<file path="src/rtl/bsq_pkg.sv">
package bsq_pkg;

  typedef enum logic {
    ORD_LINEAR     = 1'b0,
    ORD_INTERLEAVE = 1'b1
  } burst_order_e;

endpackage

</file>
<file path="src/rtl/bsq_strobe_arb.sv">
// Combines the two start strobes; the processor side has fixed priority.
module bsq_strobe_arb (
  input  logic cpu_start_i,
  input  logic ctl_start_i,
  output logic load_o,
  output logic sel_cpu_o
);

  always_comb begin
    load_o    = 1'b0;
    sel_cpu_o = 1'b0;
    if (cpu_start_i) begin
      load_o    = 1'b1;
      sel_cpu_o = 1'b1;
    end else if (ctl_start_i) begin
      load_o    = 1'b1;
      sel_cpu_o = 1'b0;
    end
  end

endmodule

</file>
<file path="src/rtl/bsq_beat_counter.sv">
// Beat counter: cleared on load, stepped on advance, flags the wrap to zero.
module bsq_beat_counter #(
  parameter int CNT_W = 2
) (
  input  logic             clk,
  input  logic             rst_n,
  input  logic             load_i,
  input  logic             step_i,
  output logic [CNT_W-1:0] cnt_o,
  output logic             wrap_o
);

  localparam logic [CNT_W-1:0] LAST_BEAT = {CNT_W{1'b1}};

  logic [CNT_W-1:0] cnt_q;
  logic             wrap_q;

  always_ff @(posedge clk) begin
    if (!rst_n) begin
      cnt_q  <= '0;
      wrap_q <= 1'b0;
    end else if (load_i) begin
      cnt_q  <= '0;
      wrap_q <= 1'b0;
    end else if (step_i) begin
      cnt_q  <= cnt_q + 1'b1;
      wrap_q <= (cnt_q == LAST_BEAT);
    end else begin
      wrap_q <= 1'b0;
    end
  end

  assign cnt_o  = cnt_q;
  assign wrap_o = wrap_q;

endmodule

</file>
<file path="src/rtl/bsq_order_map.sv">
// Maps base low bits and beat count to the beat's low address bits.
module bsq_order_map
  import bsq_pkg::*;
#(
  parameter int CNT_W = 2
) (
  input  logic [CNT_W-1:0] base_lo_i,
  input  logic [CNT_W-1:0] cnt_i,
  input  burst_order_e     order_i,
  output logic [CNT_W-1:0] lo_o
);

  function automatic logic [CNT_W-1:0] linear_beat(
    input logic [CNT_W-1:0] base,
    input logic [CNT_W-1:0] beat
  );
    return base + beat;
  endfunction

  function automatic logic [CNT_W-1:0] interleave_beat(
    input logic [CNT_W-1:0] base,
    input logic [CNT_W-1:0] beat
  );
    return base ^ beat;
  endfunction

  always_comb begin
    unique case (order_i)
      ORD_INTERLEAVE: lo_o = interleave_beat(base_lo_i, cnt_i);
      default:        lo_o = linear_beat(base_lo_i, cnt_i);
    endcase
  end

endmodule

</file>
<file path="src/rtl/burst_addr_seq.sv">
// Burst address sequencer: base register, beat counter and order mapping.
module burst_addr_seq
  import bsq_pkg::*;
#(
  parameter int ADDR_W = 17,
  parameter int CNT_W  = 2
) (
  input  logic              clk,
  input  logic              rst_n,
  input  logic              cpu_start_i,
  input  logic              ctl_start_i,
  input  logic              adv_i,
  input  logic [ADDR_W-1:0] addr_i,
  input  logic              order_sel_i,
  output logic [ADDR_W-1:0] mem_addr_o,
  output logic              wrap_o,
  output logic              from_cpu_o
);

  localparam int HI_W = ADDR_W - CNT_W;

  // Named internal events, brought out for the checker.
  logic             load_w;
  logic             sel_cpu_w;
  logic             step_w;
  logic [CNT_W-1:0] cnt_w;
  logic [CNT_W-1:0] lo_w;

  logic [ADDR_W-1:0] base_q;
  logic              src_q;

  bsq_strobe_arb u_arb (
    .cpu_start_i (cpu_start_i),
    .ctl_start_i (ctl_start_i),
    .load_o      (load_w),
    .sel_cpu_o   (sel_cpu_w)
  );

  assign step_w = adv_i & ~load_w;

  bsq_beat_counter #(.CNT_W(CNT_W)) u_cnt (
    .clk    (clk),
    .rst_n  (rst_n),
    .load_i (load_w),
    .step_i (step_w),
    .cnt_o  (cnt_w),
    .wrap_o (wrap_o)
  );

  always_ff @(posedge clk) begin
    if (!rst_n) begin
      base_q <= '0;
      src_q  <= 1'b0;
    end else if (load_w) begin
      base_q <= addr_i;
      src_q  <= sel_cpu_w;
    end
  end

  bsq_order_map #(.CNT_W(CNT_W)) u_map (
    .base_lo_i (base_q[CNT_W-1:0]),
    .cnt_i     (cnt_w),
    .order_i   (burst_order_e'(order_sel_i)),
    .lo_o      (lo_w)
  );

  assign mem_addr_o = {base_q[ADDR_W-1 -: HI_W], lo_w};
  assign from_cpu_o = src_q;

endmodule

</file>
<file path="config.mk">
export PLATFORM = sky130hd
export DESIGN_NAME = burst_addr_seq
export DESIGN_NICKNAME = d
export VERILOG_FILES = /design/src/rtl/bsq_pkg.sv /design/src/rtl/bsq_strobe_arb.sv /design/src/rtl/bsq_beat_counter.sv /design/src/rtl/bsq_order_map.sv /design/src/rtl/burst_addr_seq.sv
export SDC_FILE = /design/constraint.sdc
export NUM_CORES = 1
export LEC_CHECK = 0
export BUFFER_PORTS_ARGS = -buffer_cell sky130_fd_sc_hd__buf_2
export CAP_MARGIN = 20
export CORE_MARGIN = 4
export CORE_UTILIZATION = 35
export CTS_BUF_LIST = sky130_fd_sc_hd__clkbuf_4 sky130_fd_sc_hd__clkbuf_8
export CTS_CLUSTER_SIZE = 28
export DETAILED_ROUTE_END_ITERATION = 8
export REMOVE_ABC_BUFFERS = 1
export SLEW_MARGIN = 20
export SYNTH_ARGS = -nofsm -noshare
export SYNTH_HDL_FRONTEND = slang
export SYNTH_SLANG_ARGS = --single-unit
</file>
<file path="constraint.sdc">
create_clock -name clk -period 1.3 [get_ports clk]
set_input_delay 0.13 -clock clk [delete_from_list [all_inputs] [get_ports clk]]
set_output_delay 0.13 -clock clk [all_outputs]
set_load 0.01 [all_outputs]
</file>
==> impl_metrics.toml, run 1 <==
[run_status]
status = "complete, but fails checks"
violations = "setup timing"

[routing]
drtIter0Drc = 19
antenna_left = 0
num_vias = 812
via_per_inst = 5.01
routedWlPerCell_um = 13.2
drc_errors = 0
drt-pass1-iter-count = 4
drt_wl_total_mm = 2.13

[synthesis]
synth_compound_area_share_pct = 21.0
synth_top_family_by_area = "compound AO/OA/AOI/OAI gates"
ys_top_cells_by_area = "dfxtp_1 (40%), or3b_1 (14%), buf_4 (11%)"
avgSynthCellArea_um2 = 9.72
yosys.area_share.simple_pct = 17.8
netlist.area_leader.share_pct = 40.0
synth_top_area_cell = "dfxtp_1"
synth_common_cells = "dfxtp_1 (21), o21ai_0 (17), or3b_1 (17)"
muxShareOfSynthArea_pct = 1.07
synth-xor-area-share_pct = 2.50
syn-instance-count = 108
ys_seq_area_share_pct = 40.0
ys_seq_elements = 21
synthMostInstantiatedCell = "dfxtp_1"
synth_ff_type = "dfxtp_1"
synth_area_mm2 = 0.00105
synth_edf_count = 0
yosysWarnings = 0
synthAdderAreaFrac_pct = 2.38
ys_types = 18
async_flop_share_pct = 0

[final_layout]
multiInputGateArea_um2 = 497
seq_area_um2 = 423
drive_gt1_share_pct = 39.7
n_antenna_cell = 0
area_delta_synth_final_pct = 14.4
post-route-util_pct = 42.8
nFillCells = 299
final_nets = 157

[flow_run]
max_cap_viol_count = 0

[worst_setup_path]
critPathMaxStageDelay_ns = 0.35
path_cells = "ha_4, nor2b_4, xnor2_1, buf_2"
rrSetupSlack_ns = 0.02
path_class = "reg -> out"
r2r-start = "u_cnt.cnt_o[0]"
start_kind = "flop"
r2r-end = "u_cnt.cnt_o[1]"
path_depth = 4
cp-end-kind = "output pin"
cp-startpoint = "u_cnt.cnt_o[0]"
crit_family = "flip-flops"
r2r_cells = 4
critPathSlowestCell = "dfxtp_2"
crit_required_ns = 1.17
critical_path.endpoint = "mem_addr_o[1]"
arrival_ns = 1.18
critPathBufInv = 1
cp_max_fo = 2

[global_route]
grt_start_max_net_pins = 37
grt-ovfl-total = 0
grt_first_pass_wirelength_mm = 3.57
antenna_found_initial = 0
grt_pass1_vias = 820
gr-usage-all-layers_pct = 11.2

[timing]
finalCritPeriodShare_pct = 101
final-setup-viol-count = 1
slew_headroom_pct = 67.4
finalCriticalPeriod_ns = 1.31
slew_violations = 0
tightest_slew_ns = 0.490
finClkSkew_ns = 0.0000843
finalHoldViolCount = 0
fin_ws_ns = -0.0116
max_freq_mhz = 762
rsz0062_at_grt = "yes"

[power]
power.total_mw = 1.20
leakage_nw = 0.525
ir_worst_vdd_uv = 773
pwr_density_cell_mw_per_mm2 = 1000

[die]
start_util_pct = 37.4
die_h_um = 62.8
dieArea_mm2 = 0.00394
ioPinCount = 42
core_area_mm2 = 0.00281
rows = 19
fp.dieW_um = 62.8

[hold_path]
hp-class = "in -> reg"

[place]
portBuffers = 41
post-dp-hpwl_mm = 1.45
place.gp.congestion = 0.640

[clocking]
clkTransAtPathRegs_ns = 0.12
cts_max_level = 1
cts_tree = "done"
postCtsHoldBufs = 0
cts-root-buf = "clkbuf_4"
clock_latency_ns = 0.29
cts.sinks = 21
cts_buffer_depth = 2
numCtsBuffers = 3
==> per-layer routing <==
metal,track usage [%],vias up,routed length [µm],part of all wire [%]
li1,-,415,-,-
met3,5.58,2,150,7.0
met2,20.6,24,1040,49
met5,0,-,0,0
met4,2.48,0,20,0.94
met1,11.2,371,923,43
==> power by group <==
part / internal (mW) / total [mW] / switching, mW
registers: 0.680 / 0.698 / 0.0179
logic: 0.0923 / 0.187 / 0.0943
clock network: 0.117 / 0.317 / 0.200
total: 0.889 / 1.20 / 0.312
==> flip-flops by register name, summed over array words and instances, names as in the netlist <==
| name | cells |
|---|---|
| base_q | 17 |
| from_cpu_o | 1 |
| u_cnt.cnt_o | 2 |
| u_cnt.wrap_o | 1 |
==> layout by cell type (no fill, tap or decap), drive strengths merged <==
cell / n
buf: 42
nor2: 1
nor2b: 2
a21boi: 17
dfxtp: 21
and3: 2
xnor2: 2
xor2: 1
ha: 2
clkinvlp: 1
clkbuf: 3
mux2: 1
o21ai: 17
or3b: 17
and4: 1
o21a: 1
==> stage by stage <==
stage / worst slack [ns] / std cells / TNS, ns / hold WS, ns / instance area (µm²)
floorplan: 0.188 / 85 / 0 / 0.248 / 890
global placement: 0.176 / 157 / 0 / 0.394 / 1130
detailed placement: 0.154 / 157 / 0 / 0.400 / 1130
CTS: -0.0402 / 162 / -0.0402 / 0.0533 / 1180
global route: -0.0853 / 162 / -0.114 / 0.0515 / 1200
finish: -0.0116 / 162 / -0.0116 / 0.0694 / 1200
==> kinds of logic (layout without fill, tap and decap cells) <==
| kind of cell | count (synthesis) | in the layout |
|---|---|---|
| AND/OR/NAND/NOR | 23 | 23 |
| XOR/XNOR | 3 | 3 |
| adder cells (fa/ha/maj) | 2 | 2 |
| buffers and inverters | 23 | 46 |
| flip-flops | 21 | 21 |
| AO/OA/AOI/OAI | 35 | 35 |
| multiplexers | 1 | 1 |
==> worst reg2reg max path: cells and delay by family, from the launching register on <==
family	cells	cell delay (ns)
buffers and inverters	1	0.14
AND/OR/NAND/NOR	1	0.17
flip-flops	1	0.35
adder cells (fa/ha/maj)	1	0.28
multiplexers	1	0.25
==> repair_timing <==
action,CTS,global route
resized for setup,5,2
setup buffers,1,0
pin swaps,1,1
endpoints found under the setup margin,1,2
==> worst min-delay path by stage <==
stage,startpoint,end,slack [ns],cells after the start
6_report,addr_i[16],base_q[16],0.07,3
5_1_grt,addr_i[11],base_q[11],0.05,3
4_1_cts,addr_i[12],base_q[12],0.05,3
3_5_place_dp,addr_i[12],base_q[12],0.40,3
3_3_place_gp,addr_i[16],base_q[16],0.39,3
2_1_floorplan,rst_n,from_cpu_o,0.25,1
==> layout make-up <==
cell class,instances,area share (%)
Clock buffer,3,1.88
Clock inverter,1,0.625
Multi-Input combinational cell,64,41.4
Sequential cell,21,35.2
Tap cell,31,3.23
Timing Repair Buffer,42,17.7
Note: power is estimated with default switching activity, not from simulation.
==> run 2: changes to the inputs <==
--- a/config.mk
+++ b/config.mk
@@ -12,6 +12,7 @@
 export CTS_BUF_LIST = sky130_fd_sc_hd__clkbuf_4 sky130_fd_sc_hd__clkbuf_8
 export CTS_CLUSTER_SIZE = 28
 export DETAILED_ROUTE_END_ITERATION = 8
+export HOLD_SLACK_MARGIN = 0.05
 export REMOVE_ABC_BUFFERS = 1
 export SLEW_MARGIN = 20
 export SYNTH_ARGS = -nofsm -noshare
==> constraint.sdc (replaced) <==
create_clock -name clk -period 1.3 [get_ports clk]
set_input_delay 0.13 -clock clk [delete_from_list [all_inputs] [get_ports clk]]
set_output_delay 0.13 -clock clk [all_outputs]
set_load 0.02 [all_outputs]
==> run 2 against run 1 <==
Effect of this change:
- the run still ends with setup timing left
- first-iteration DRC count grew 47%
- utilization fell by 0.54 points
- die area stayed put
- final area fell by 1.2%
- critical path depth stayed put
- routed wire length down 4.1%
- total power rose by 2.6%
- global-route usage shrank 0.85 points
- clock-buffer cell count up 1
- clock power increased by 3%
- combinational power grew 13%
- maximum frequency is 0.82% lower
- critical path type unchanged
==> impl_metrics.toml, run 2 (same netlist as run 1, synthesis figures left out) <==
[worst_setup_path]
path_cells = "ha_2, nor2b_4, xnor2_1, buf_4"
path_class = "reg -> out"
cp_max_fo = 2
start_kind = "flop"
critPathSlowestCell = "dfxtp_2"
r2r_cells = 4
critPathMaxStageDelay_ns = 0.35
cp-end-kind = "output pin"
arrival_ns = 1.19
crit_required_ns = 1.17

[timing]
finClkSkew_ns = 0.000146
rsz0062_at_grt = "yes"
max_freq_mhz = 756
fin_ws_ns = -0.0225
tightest_slew_ns = 0.497
finalCritPeriodShare_pct = 102
finalCriticalPeriod_ns = 1.32
finalHoldViolCount = 0
final-setup-viol-count = 1
slew_headroom_pct = 66.9
slew_violations = 0

[power]
ir_worst_vdd_uv = 560
pwr_density_cell_mw_per_mm2 = 1040
leakage_nw = 0.526
power.total_mw = 1.23

[clocking]
cts.sinks = 21
cts-root-buf = "clkbuf_4"
numCtsBuffers = 3
cts_max_level = 1
clkTransAtPathRegs_ns = 0.11
clock_latency_ns = 0.29
cts_buffer_depth = 2
cts_tree = "done"

[routing]
met3_length_um = 171
routedWlPerCell_um = 12.6
wl_met2_um = 957
via_per_inst = 4.98
num_vias = 806
top_layer_used = "met4"
drt-pass1-iter-count = 4
antenna_left = 0
wl_met1_um = 897
drc_errors = 0
drtIter0Drc = 28
drt_wl_total_mm = 2.04

[hold_path]
hp-class = "in -> reg"
whs_path_depth = 3

[die]
dieArea_mm2 = 0.00394
core_area_mm2 = 0.00281
ioPinCount = 42
rows = 19
die_h_um = 62.8
fp.dieW_um = 62.8
start_util_pct = 37.4

[final_layout]
final_common_cell = "buf_2"
final_cell_mix = "buf_2 (40), dfxtp_1 (19), or3b_1 (17), o21ai_0 (17), a21boi_1 (11)"
n_antenna_cell = 0
largest_register_ffs = 17
final_nets = 157
regMostFlops = "base_q"
area_delta_synth_final_pct = 13.0
drive_gt1_share_pct = 38.9
fin_cells = 162

[run_status]
violations = "setup timing"
status = "complete, but fails checks"

[global_route]
grt_first_pass_wirelength_mm = 3.35
grt-ovfl-total = 0
grt_start_max_net_pins = 37
grt_pass1_vias = 774
antenna_found_initial = 0
gr-usage-all-layers_pct = 10.3

[place]
preCtsSetupSlack_ns = 0.135
post-dp-hpwl_mm = 1.37
place.gp.congestion = 0.629
portBuffers = 41
placedCellCount = 157

[flow_run]
max_cap_viol_count = 0
## run 2: power by group
part | switching (mW) | internal [mW] | total, mW
clock | 0.186 | 0.140 | 0.326
sequential | 0.0146 | 0.679 | 0.694
combinational | 0.121 | 0.0915 | 0.212
## run 2: layer usage
metal	track usage, %	up-vias
met5	0	-
met4	4.13	0
met3	3.60	2
met2	18.9	24
met1	10.7	368
li1	-	412
## run 2: worst paths after layout
kind / slack [ns] / start / end
setup / recovery: -0.02 / base_q[0] / mem_addr_o[1]
hold / removal: 0.08 / addr_i[0] / base_q[0]
setup reg to reg: 0.03 / u_cnt.cnt_o[0] / u_cnt.cnt_o[1]
hold reg to reg: 0.56 / base_q[2] / base_q[2]
## run 2: repair_timing
item / in CTS / in global routing
gates resized for setup: 5 / 1
hold buffers: 0 / 0
endpoints found under the setup margin: 1 / 1
pin swaps: 1 / 1
setup buffers: 1 / 0
## run 2: layout make-up
class | count | area, µm²
sequential | 21 | 423
timing repair buffer | 42 | 215
fill | 297 | 1620
multi-input combinational | 64 | 479
tap | 31 | 38.8
clock buffer | 4 | 30.0
## run 2: critical path, delay by kind of cell (launching register included)
| family | cells | cell delay [ns] |
|---|---|---|
| xor+xnor | 1 | 0.11 |
| fa+ha+maj | 1 | 0.16 |
| buf+inv | 1 | 0.16 |
| flops | 1 | 0.35 |
| simple gates | 1 | 0.13 |
## run 2: per-stage QoR
stage	cell area (µm²)	TNS, ns	utilization [%]	hold slack (ns)
detailed placement	1130	0	40.4	0.398
CTS	1180	-0.0481	42.2	0.0677
global route	1190	-0.0863	42.3	0.0631
finish	1190	-0.0225	42.3	0.0779
global placement	1130	0	40.4	0.394
floorplan	890	0	-	0.248
